===== src/rtl/tone_synth_pkg.sv =====
package tone_synth_pkg;
  localparam int OCT_W     = 3;
  localparam int OCT_MAX   = 7;
  localparam int OCT_MID   = 4;
  localparam int DIV_W     = 24;
  localparam int VOICE_AMP = 31;
  localparam int VOL_SHIFT = 2;

  typedef struct packed {
    logic             loud;
    logic [OCT_W-1:0] octave;
  } ctrlBus_t;

  // Half-period counts for one diatonic octave at 100 MHz; keys past
  // the eighth reuse the table one octave higher.
  function automatic logic [DIV_W-1:0] noteHalfPeriod(input int idx);
    logic [DIV_W-1:0] base;
    case (idx % 8)
      0: base = DIV_W'(191113);
      1: base = DIV_W'(170262);
      2: base = DIV_W'(151686);
      3: base = DIV_W'(143173);
      4: base = DIV_W'(127551);
      5: base = DIV_W'(113636);
      6: base = DIV_W'(101239);
      default: base = DIV_W'(95557);
    endcase
    return base >> (idx / 8);
  endfunction
endpackage


===== src/rtl/tone_btn_cond.sv =====
module tone_btn_cond #(
  parameter int DEB_CYCLES = 16
) (
  input  logic clk,
  input  logic rst,
  input  logic btnRaw,
  output logic pressPulse
);
  localparam int CNT_W = $clog2(DEB_CYCLES + 1);

  logic syncA, syncB, debLevel;
  logic [CNT_W-1:0] stableCnt;

  always_ff @(posedge clk) begin
    if (rst) begin
      syncA      <= 1'b0;
      syncB      <= 1'b0;
      debLevel   <= 1'b0;
      stableCnt  <= '0;
      pressPulse <= 1'b0;
    end else begin
      syncA      <= btnRaw;
      syncB      <= syncA;
      pressPulse <= 1'b0;
      if (syncB != debLevel) begin
        if (stableCnt == CNT_W'(DEB_CYCLES - 1)) begin
          debLevel   <= syncB;
          stableCnt  <= '0;
          pressPulse <= syncB;
        end else begin
          stableCnt <= stableCnt + 1'b1;
        end
      end else begin
        stableCnt <= '0;
      end
    end
  end

  // one press yields a single-cycle step strobe
  a_r6_single_pulse: assert property (@(posedge clk) disable iff (rst)
    pressPulse |=> !pressPulse);
endmodule


===== src/rtl/tone_synth_ctrl.sv =====
module tone_synth_ctrl
  import tone_synth_pkg::*;
#(
  parameter int NUM_KEYS   = 8,
  parameter int DEB_CYCLES = 16
) (
  input  logic                clk,
  input  logic                rst,
  input  logic [NUM_KEYS-1:0] keys,
  input  logic                octDownBtn,
  input  logic                octUpBtn,
  input  logic                volLoud,
  output logic [NUM_KEYS-1:0] keyEn,
  output ctrlBus_t            ctrlBus
);
  localparam int NUM_BTN = 2;

  logic [NUM_BTN-1:0] btnRaw, btnPulse;
  logic downStep, upStep;
  logic [OCT_W-1:0] octave;
  logic loudQ;

  assign btnRaw   = {octUpBtn, octDownBtn};
  assign downStep = btnPulse[0];
  assign upStep   = btnPulse[1];

  for (genvar b = 0; b < NUM_BTN; b++) begin : g_btn
    tone_btn_cond #(.DEB_CYCLES(DEB_CYCLES)) btn_i (
      .clk(clk), .rst(rst), .btnRaw(btnRaw[b]), .pressPulse(btnPulse[b])
    );
  end

  always_ff @(posedge clk) begin
    if (rst) begin
      octave <= OCT_W'(OCT_MID);
      keyEn  <= '0;
      loudQ  <= 1'b0;
    end else begin
      keyEn <= keys;
      loudQ <= volLoud;
      if (downStep) begin
        if (octave != '0) octave <= octave - 1'b1;
      end else if (upStep) begin
        if (octave != OCT_W'(OCT_MAX)) octave <= octave + 1'b1;
      end
    end
  end

  assign ctrlBus.loud   = loudQ;
  assign ctrlBus.octave = octave;

  // the octave moves by at most one step per clock
  a_r4_single_step: assert property (@(posedge clk) disable iff (rst)
    (octave != $past(octave)) |->
      ((octave - $past(octave) == OCT_W'(1)) || ($past(octave) - octave == OCT_W'(1))));

  // saturation at the top of the range
  a_r4_sat_top: assert property (@(posedge clk) disable iff (rst)
    (octave == OCT_W'(OCT_MAX) && upStep && !downStep) |=> (octave == OCT_W'(OCT_MAX)));

  // saturation at the bottom of the range
  a_r4_sat_bottom: assert property (@(posedge clk) disable iff (rst)
    (octave == '0 && downStep) |=> (octave == '0));
endmodule


===== src/rtl/tone_voice.sv =====
module tone_voice #(
  parameter int DIV_W = 24
) (
  input  logic             clk,
  input  logic             rst,
  input  logic             keyOn,
  input  logic [DIV_W-1:0] halfPeriod,
  output logic             phase
);
  logic [DIV_W-1:0] cnt;

  always_ff @(posedge clk) begin
    if (rst || !keyOn) begin
      cnt   <= '0;
      phase <= 1'b0;
    end else if (cnt >= halfPeriod - 1'b1) begin
      cnt   <= '0;
      phase <= ~phase;
    end else begin
      cnt <= cnt + 1'b1;
    end
  end

  // a released key drops to its low phase on the next clock
  a_r9_release_clears: assert property (@(posedge clk) disable iff (rst)
    !keyOn |=> !phase);
endmodule


===== src/rtl/tone_synth_dpath.sv =====
module tone_synth_dpath
  import tone_synth_pkg::*;
#(
  parameter int NUM_KEYS  = 8,
  parameter int DIV_SHIFT = 0,
  parameter int SAMPLE_W  = 8
) (
  input  logic                clk,
  input  logic                rst,
  input  logic [NUM_KEYS-1:0] keyEn,
  input  ctrlBus_t            ctrlBus,
  output logic [SAMPLE_W-1:0] sample
);
  localparam int MAX_SUM = NUM_KEYS * VOICE_AMP;

  logic [NUM_KEYS-1:0] phase;
  logic [SAMPLE_W-1:0] voiceSum;

  for (genvar i = 0; i < NUM_KEYS; i++) begin : g_voice
    logic [DIV_W-1:0] baseCnt, scaledCnt, limitCnt;

    always_comb begin
      baseCnt = noteHalfPeriod(i) >> DIV_SHIFT;
      if (ctrlBus.octave < OCT_W'(OCT_MID))
        scaledCnt = baseCnt << (OCT_W'(OCT_MID) - ctrlBus.octave);
      else
        scaledCnt = baseCnt >> (ctrlBus.octave - OCT_W'(OCT_MID));
      limitCnt = (scaledCnt == '0) ? DIV_W'(1) : scaledCnt;
    end

    tone_voice #(.DIV_W(DIV_W)) voice_i (
      .clk(clk), .rst(rst), .keyOn(keyEn[i]),
      .halfPeriod(limitCnt), .phase(phase[i])
    );
  end

  always_comb begin
    voiceSum = '0;
    for (int i = 0; i < NUM_KEYS; i++)
      if (phase[i]) voiceSum = voiceSum + SAMPLE_W'(VOICE_AMP);
  end

  always_ff @(posedge clk) begin
    if (rst) sample <= '0;
    else     sample <= ctrlBus.loud ? voiceSum : (voiceSum >> VOL_SHIFT);
  end

  // the mixed word never exceeds all voices at full amplitude
  a_r10_no_overflow: assert property (@(posedge clk) disable iff (rst)
    sample <= SAMPLE_W'(MAX_SUM));

  // quiet volume bounds the word at the shifted maximum
  a_r8_soft_bound: assert property (@(posedge clk) disable iff (rst)
    !$past(ctrlBus.loud) |-> (sample <= SAMPLE_W'(MAX_SUM >> VOL_SHIFT)));
endmodule


===== src/rtl/poly_tone_synth.sv =====
module poly_tone_synth
  import tone_synth_pkg::*;
#(
  parameter int NUM_KEYS   = 8,
  parameter int DIV_SHIFT  = 0,
  parameter int DEB_CYCLES = 2000000,
  parameter int SAMPLE_W   = $clog2(NUM_KEYS * VOICE_AMP + 1)
) (
  input  logic                clk,
  input  logic                rst,
  input  logic [NUM_KEYS-1:0] keys,
  input  logic                octDownBtn,
  input  logic                octUpBtn,
  input  logic                volLoud,
  output logic [SAMPLE_W-1:0] sample
);
  logic [NUM_KEYS-1:0] keyEn;
  ctrlBus_t ctrlBus;

  tone_synth_ctrl #(.NUM_KEYS(NUM_KEYS), .DEB_CYCLES(DEB_CYCLES)) ctrl_i (
    .clk(clk), .rst(rst), .keys(keys), .octDownBtn(octDownBtn),
    .octUpBtn(octUpBtn), .volLoud(volLoud), .keyEn(keyEn), .ctrlBus(ctrlBus)
  );

  tone_synth_dpath #(.NUM_KEYS(NUM_KEYS), .DIV_SHIFT(DIV_SHIFT), .SAMPLE_W(SAMPLE_W)) dpath_i (
    .clk(clk), .rst(rst), .keyEn(keyEn), .ctrlBus(ctrlBus), .sample(sample)
  );
endmodule


===== config.mk =====
export PLATFORM = sky130hd
export DESIGN_NAME = poly_tone_synth
export DESIGN_NICKNAME = d
export VERILOG_FILES = /design/src/rtl/tone_synth_pkg.sv /design/src/rtl/tone_btn_cond.sv /design/src/rtl/tone_synth_ctrl.sv /design/src/rtl/tone_voice.sv /design/src/rtl/tone_synth_dpath.sv /design/src/rtl/poly_tone_synth.sv
export SDC_FILE = /design/constraint.sdc
export NUM_CORES = 1
export LEC_CHECK = 0
export BUFFER_PORTS_ARGS = -buffer_cell sky130_fd_sc_hd__buf_2
export CORE_UTILIZATION = 40
export DETAILED_ROUTE_END_ITERATION = 8
export GPL_ROUTABILITY_DRIVEN = 0
export PLACE_DENSITY = 0.64
export REMOVE_ABC_BUFFERS = 1
export SLEW_MARGIN = 20
export SYNTH_ARGS = -nofsm -noshare
export SYNTH_HDL_FRONTEND = slang
export SYNTH_SLANG_ARGS = --single-unit

===== constraint.sdc =====
create_clock -name clk -period 18 [get_ports clk]
set_input_delay 2.7 -clock clk [delete_from_list [all_inputs] [get_ports clk]]
set_output_delay 2.7 -clock clk [all_outputs]
set_load 0.1 [all_outputs]

; Word level (Yosys, flattened, before mapping)
; Cells that the tools add are included.
[word_totals]
regBits = 270
input_bits = 13
out_inout_bits = 8
word_cells = 176
[op_classes]
add_sub_neg = 29
order_cmp = 9
n_eq_ne = 6
n_shift = 16
n_mux = 29
bitwise_logic = 13
n_reduce_logical = 43
[ops]
columns = op, count
row1 = $mux 24, 16
row2 = $add 24x1->24 const B, 8
row3 = $ge 24x24->1, 8
row4 = $logic_not 24->1, 8
row5 = $sub 24x1->24 const B, 8
row6 = $shl 17x3->24 const A, 4
row7 = $shl 18x3->24 const A, 4
row8 = $shr 17x3->24 const A, 4
row9 = $shr 18x3->24 const A, 4
row10 = $mux 8, 7
row11 = $add 8x5->8 const B, 6
row12 = $add 21x1->21 const B, 2
row13 = $eq 21x21->1 const B, 2
row14 = $reduce_or 2->1, 9
row15 = $not 1->1, 13
row16 = $mux 3, 4
row17 = $reduce_or 3->1, 4
row18 = $logic_not 1->1, 8
row19 = $logic_or 1x1->1, 8
row20 = $add 5x5->6 const B, 1
row21 = $mux 6, 1
row22 = $mux 5, 1
row23 = $reduce_and 2->1, 2
row24 = $reduce_bool 2->1, 2
row25 = 10 further kinds, 11

; Logic depth before layout (Yosys ltp)
[logic_depth]
ltp_word = 16
ltp_mapped = 36
mapped_depth_nobuf = 31

; By module
; From an unflattened synthesis, not the netlist that was laid out.
[hier_totals]
hier_cells = 2703
hier_area_um2 = 21401.8
[modules_own_cells]
columns = module, n_inst, cells_per_inst, area_per_inst_um2, seq_area_each_um2
row1 = tone_voice (dpath_i.g_voice[0].voice_i ...), 6, 235, 1948.1, 500.5
row2 = tone_voice (dpath_i.g_voice[1].voice_i ...), 2, 238, 1920.6, 500.5
row3 = tone_synth_dpath, 1, 514, 3123.0, 160.2
row4 = tone_btn_cond, 2, 127, 1118.6, 500.5
row5 = tone_synth_ctrl, 1, 49, 511.7, 240.2

; Worst setup path before layout
; OpenSTA, ideal clock, no wires.
[synth_path]
path_kind = reg2reg
startpoint = register ctrl_i.octave[0]
endpoint = register dpath_i.g_voice[2].voice_i.cnt[10]
setup_time_ns = 0.065
arrival_ns = 6.538
required_ns = 17.935
path_slack_ns = 11.396
path_stages_with_launch = 36
n_path_buf = 6
period_less_slack_ns = 6.604
path_cell_list = dfxtp_1 inv_1 ha_1 clkbuf_1 buf_1 inv_1 ha_1 clkbuf_1 nor2_1 clkbuf_1 nand2_1 and3_1 nor3b_1 a41oi_1 ha_1 nand2_1 or2_2 inv_1 nand2_1 nor2_1 and3_1 a21oi_1 ha_1 a21o_1 a21o_1 a21oi_1 nor2b_1 o21ai_0 nand2b_1 a21oi_1 o22ai_1 a311o_1 or3b_1 clkbuf_1 clkbuf_1 nor2_1
[synth_via]
elab_chain_len = 8
elab_cells_between_ends = 11
cone_classes = add/sub: 3 / order compare: 2 / shift: 2 / mux: 2 / reduce/logical: 2
[synth_rtl]
columns = element, line
row1 = "start, declared", tone_synth_ctrl.sv:20  ; logic [OCT_W-1:0] octave;
row2 = "start signal, assigned", tone_synth_ctrl.sv:35  ; octave <= OCT_W'(OCT_MID);
row3 = "start signal, assigned", tone_synth_ctrl.sv:42  ; if (octave != '0) octave <= octave - 1'b1;
row4 = "start signal, assigned", tone_synth_ctrl.sv:44  ; if (octave != OCT_W'(OCT_MAX)) octave <= octave + 1'b1;
row5 = $sub 3x3->3 (on tied branches), "tone_synth_dpath.sv:27, tone_synth_dpath.sv:25"
row6 = $shr 18x3->24 or $shl 18x3->24 (tied branches), "tone_synth_dpath.sv:27, tone_synth_dpath.sv:25"
row7 = $mux 24 (*), tone_synth_dpath.sv:24  ; if (ctrlBus.octave < OCT_W'(OCT_MID))
row8 = $logic_not 24->1, tone_synth_dpath.sv:28  ; limitCnt = (scaledCnt == '0) ? DIV_W'(1) : scaledCnt;
row9 = $mux 24 (*), tone_synth_dpath.sv:28
row10 = $sub 24x1->24 (*), tone_voice.sv:16  ; end else if (cnt >= halfPeriod - 1'b1) begin
row11 = $ge 24x24->1 (*), tone_voice.sv:16
row12 = $reduce_or 2->1 (no line) (*), -
row13 = "end signal, assigned", tone_voice.sv:20  ; cnt <= cnt + 1'b1;
row14 = "end, declared", tone_voice.sv:10  ; logic [DIV_W-1:0] cnt;
; Mark *: on every way between the ends. The rest lies on a longest branch, timed or not.
; A chain may end at the register's enable or synchronous reset.

; Final worst setup path
[layout_path]
startpoint = register ctrl_i.octave[0]
endpoint = register dpath_i.g_voice[2].voice_i.cnt[3]
; Same word-level chain as after synthesis.

==> flow_metrics.py <==
metrics = {
    "timing": {
        "finalHoldViolCount": 0,
        "slew_headroom_pct": 24.73,
        "tns_ns": 0,
        "fin_skew_ns": 0.02332,
        "worstMarginPinSlew_ns": 1.115,
        "finalCriticalPeriod_ns": 8.238,
        "hold_ws_ns": 0.4381,
        "slew_viol_final": 0,
        "rsz0062_at_grt": "no",
        "setup_viol": 0,
        "post-route-period-util_pct": 45.77,
        "fmax_mhz": 121.4,
    },
    "critical_path": {
        "r2r_start": "ctrl_i.octave[0]",
        "cp.depth": 30,
        "r2r_slack_ns": 9.76,
        "required_ns": 18.46,
        "path_max_fanout": 26,
        "crit_path_start_kind": "flip-flop",
        "cp.arrival_ns": 8.70,
        "path_buf_inv": 5,
        "end_kind": "flip-flop",
        "critical_path.max_stage_delay_ns": 0.94,
        "r2r_cells": 30,
        "critPathTopFamily": "simple AND/OR/NAND/NOR gates",
        "critPathSlowestCell": "dfxtp_1",
        "crit_type": "reg2reg",
        "r2r_end": "dpath_i.g_voice[2].voice_i.cnt[3]",
    },
    "route": {
        "wirelength_um": 50880,
        "drt_pre_antenna_iters": 7,
        "num_vias": 16780,
        "drtAntennaViolNets": 0,
        "drc_errors": 0,
        "detail_route.wl_per_cell_um": 16.89,
        "drt_iter0_markers": 1547,
        "vias_per_cell": 5.569,
    },
    "yosys": {
        "syn_avg_cell_area_um2": 8.044,
        "yosysTopAreaCell": "dfxtp_1",
        "ys_seq_area_share_pct": 28.19,
        "ys_warn_count": 0,
        "synthTopCellsByArea": "dfxtp_1, ha_1, xor2_1",
        "synth_cell_type_count": 91,
        "yosys_register_bits": 270,
        "syn-cell-area_um2": 19180,
        "synth_edf_count": 0,
        "synth_cells": 2384,
        "yosysMostFrequentCell": "nor2_1",
        "synthTopCellsByCount": "nor2_1, dfxtp_1, ha_1",
        "synth_flop_cell": "dfxtp_1",
        "async_reset_ff_share_pct": 0,
        "yosysTopAreaCellShare_pct": 28.19,
    },
    "clock_network": {
        "tritoncts": "done",
        "path_clk_slew_ns": 0.06,
        "ctsResizeCount": 0,
        "cts_max_level": 2,
        "cts_root_buf": "clkbuf_16",
        "insertion_delay_ns": 0.55,
        "post_cts_buffers": 0,
        "holdBufCountCts": 0,
        "clock_sinks": 270,
        "cts_buffers": 34,
        "clock_path_buffers": 3,
    },
    "floorplanning": {
        "start_util_pct": 40.84,
        "fp.dieArea_um2": 48820,
        "ios": 21,
        "die_x_um": 221.0,
        "die_h_um": 221.0,
        "rows": 79,
        "core-area_um2": 46950,
    },
    "power": {
        "p_per_area_nw_per_um2": 61.87,
        "leakagePower_nw": 8.695,
        "vdd_drop_max_v": 0.00004987,
    },
    "final_layout": {
        "syn_to_final_growth_pct": 9.258,
        "drive_above_1_share_pct": 5.237,
        "fillers": 4573,
        "n_antenna_cell": 0,
        "final_cells": 3013,
        "nNetsFinal": 2628,
        "final_area_um2": 20950,
    },
    "global_route": {
        "antenna_found_initial": 0,
        "grt-ovfl-total": 0,
        "grt_pass1_wl_um": 82860,
        "grt_pass1_vias": 16030,
        "track_usage_pct": 20.62,
        "grt_max_degree": 60,
    },
    "worst_hold_path": {
        "holdCritStartpoint": "ctrl_i.g_btn[1].btn_i.syncA",
        "hold_depth": 1,
        "worstHoldPathType": "reg2reg",
        "min_to": "ctrl_i.g_btn[1].btn_i.syncB",
    },
    "placement": {
        "dpl-instance-area_um2": 19870,
        "dp_cells": 2954,
        "port_buffers": 20,
        "hpwl_um": 38810,
    },
    "job": {
        "maxCapViolCount": 0,
    },
    "run_status": {
        "outcome": "completed",
    },
}
==> per-layer routing <==
layer	vias to the layer above	share of wire, %	track usage, %	routed length [um]
met3	170	7.5	4.528	3809
met5	-	0	0	0
met1	7746	44	26.56	22460
li1	8293	-	-	-
met4	0	5.2	10.42	2655
met2	570	43	32.39	21950
==> power by group <==
part | internal (mW) | total (mW) | switching (mW) | leakage [nW]
logic | 0.00856 | 0.0262 | 0.0176 | 5.99
clock network | 0.399 | 0.666 | 0.267 | 0.527
registers | 0.601 | 0.604 | 0.00285 | 2.18
==> logic make-up (layout without fill, tap and decap cells) <==
family	count (synthesis)	count (layout)	share of synthesized area, %
and+or+nand+nor	1041	1041	25.62
other	1	1	0.01955
AOI/OAI and AO/OA	387	387	13.47
adders and majority gates	232	232	15.21
xor gates and xnor gates	291	291	13.64
DFF	270	270	28.19
muxes	14	14	0.7894
buffers and inverters	148	170	3.053
==> registers in the layout (all words and copies together), names as in the netlist <==
| name | count |
|---|---|
| ctrl_i.g_btn.btn_i.debLevel | 2 |
| ctrl_i.g_btn.btn_i.syncA | 2 |
| ctrl_i.g_btn.btn_i.stableCnt | 42 |
| dpath_i.g_voice.voice_i.cnt | 192 |
| ctrl_i.g_btn.btn_i.pressPulse | 2 |
| ctrl_i.keyEn | 8 |
| ctrl_i.octave | 3 |
| dpath_i.g_voice.voice_i.phase | 8 |
| ctrl_i.g_btn.btn_i.syncB | 2 |
| dpath_i.sample | 8 |
| ctrl_i.loudQ | 1 |
==> worst max-delay path by stage <==
stage | endpoint | start | slack, ns
2_1_floorplan | dpath_i.g_voice[2].voice_i.cnt[10] | ctrl_i.octave[2] | 10.62
3_3_place_gp | dpath_i.g_voice[2].voice_i.cnt[12] | ctrl_i.octave[0] | 10.32
3_5_place_dp | dpath_i.g_voice[2].voice_i.cnt[3] | ctrl_i.octave[0] | 10.0
4_1_cts | dpath_i.g_voice[2].voice_i.cnt[3] | ctrl_i.octave[0] | 9.97
5_1_grt | dpath_i.g_voice[2].voice_i.cnt[23] | ctrl_i.octave[0] | 9.15
6_report | dpath_i.g_voice[2].voice_i.cnt[3] | ctrl_i.octave[0] | 9.76
==> through the flow <==
step / setup WS [ns] / util [%] / power [mW]
after floorplan: 10.62 / - / 0.6333
after global placement: 10.32 / 42.31 / 0.6425
after detailed placement: 9.997 / 42.31 / 0.6431
after CTS: 9.969 / 44.63 / 1.320
after global routing: 9.152 / 44.63 / 1.345
final: 9.762 / 44.63 / 1.296
==> final cells by class <==
class / instances / area (um^2) / share of cell area, %
clock buffers: 46 / 945.9 / 4.515
clock inverters: 13 / 141.4 / 0.6748
inverters: 72 / 270.3 / 1.290
multi-input cells: 1966 / 13190 / 62.93
flip-flops and latches: 270 / 5406 / 25.80
well taps: 607 / 759.5 / 3.625
repair buffers: 39 / 242.7 / 1.158
==> cells in the final DEF, fill, tap and decap left out, types with 26 or more instances in the layout <==
cell / n
dfxtp_1: 269
and3_1: 75
xor2_1: 165
o21ai_0: 77
xnor2_1: 118
nor3_1: 32
clkbuf_16: 34
a21oi_1: 98
inv_1: 68
nor2b_1: 49
nand3_1: 111
ha_1: 230
a21o_1: 88
nor2_1: 378
nand2b_1: 26
nand2_1: 224
nand4_1: 61
(Power assumes the default switching activity.)
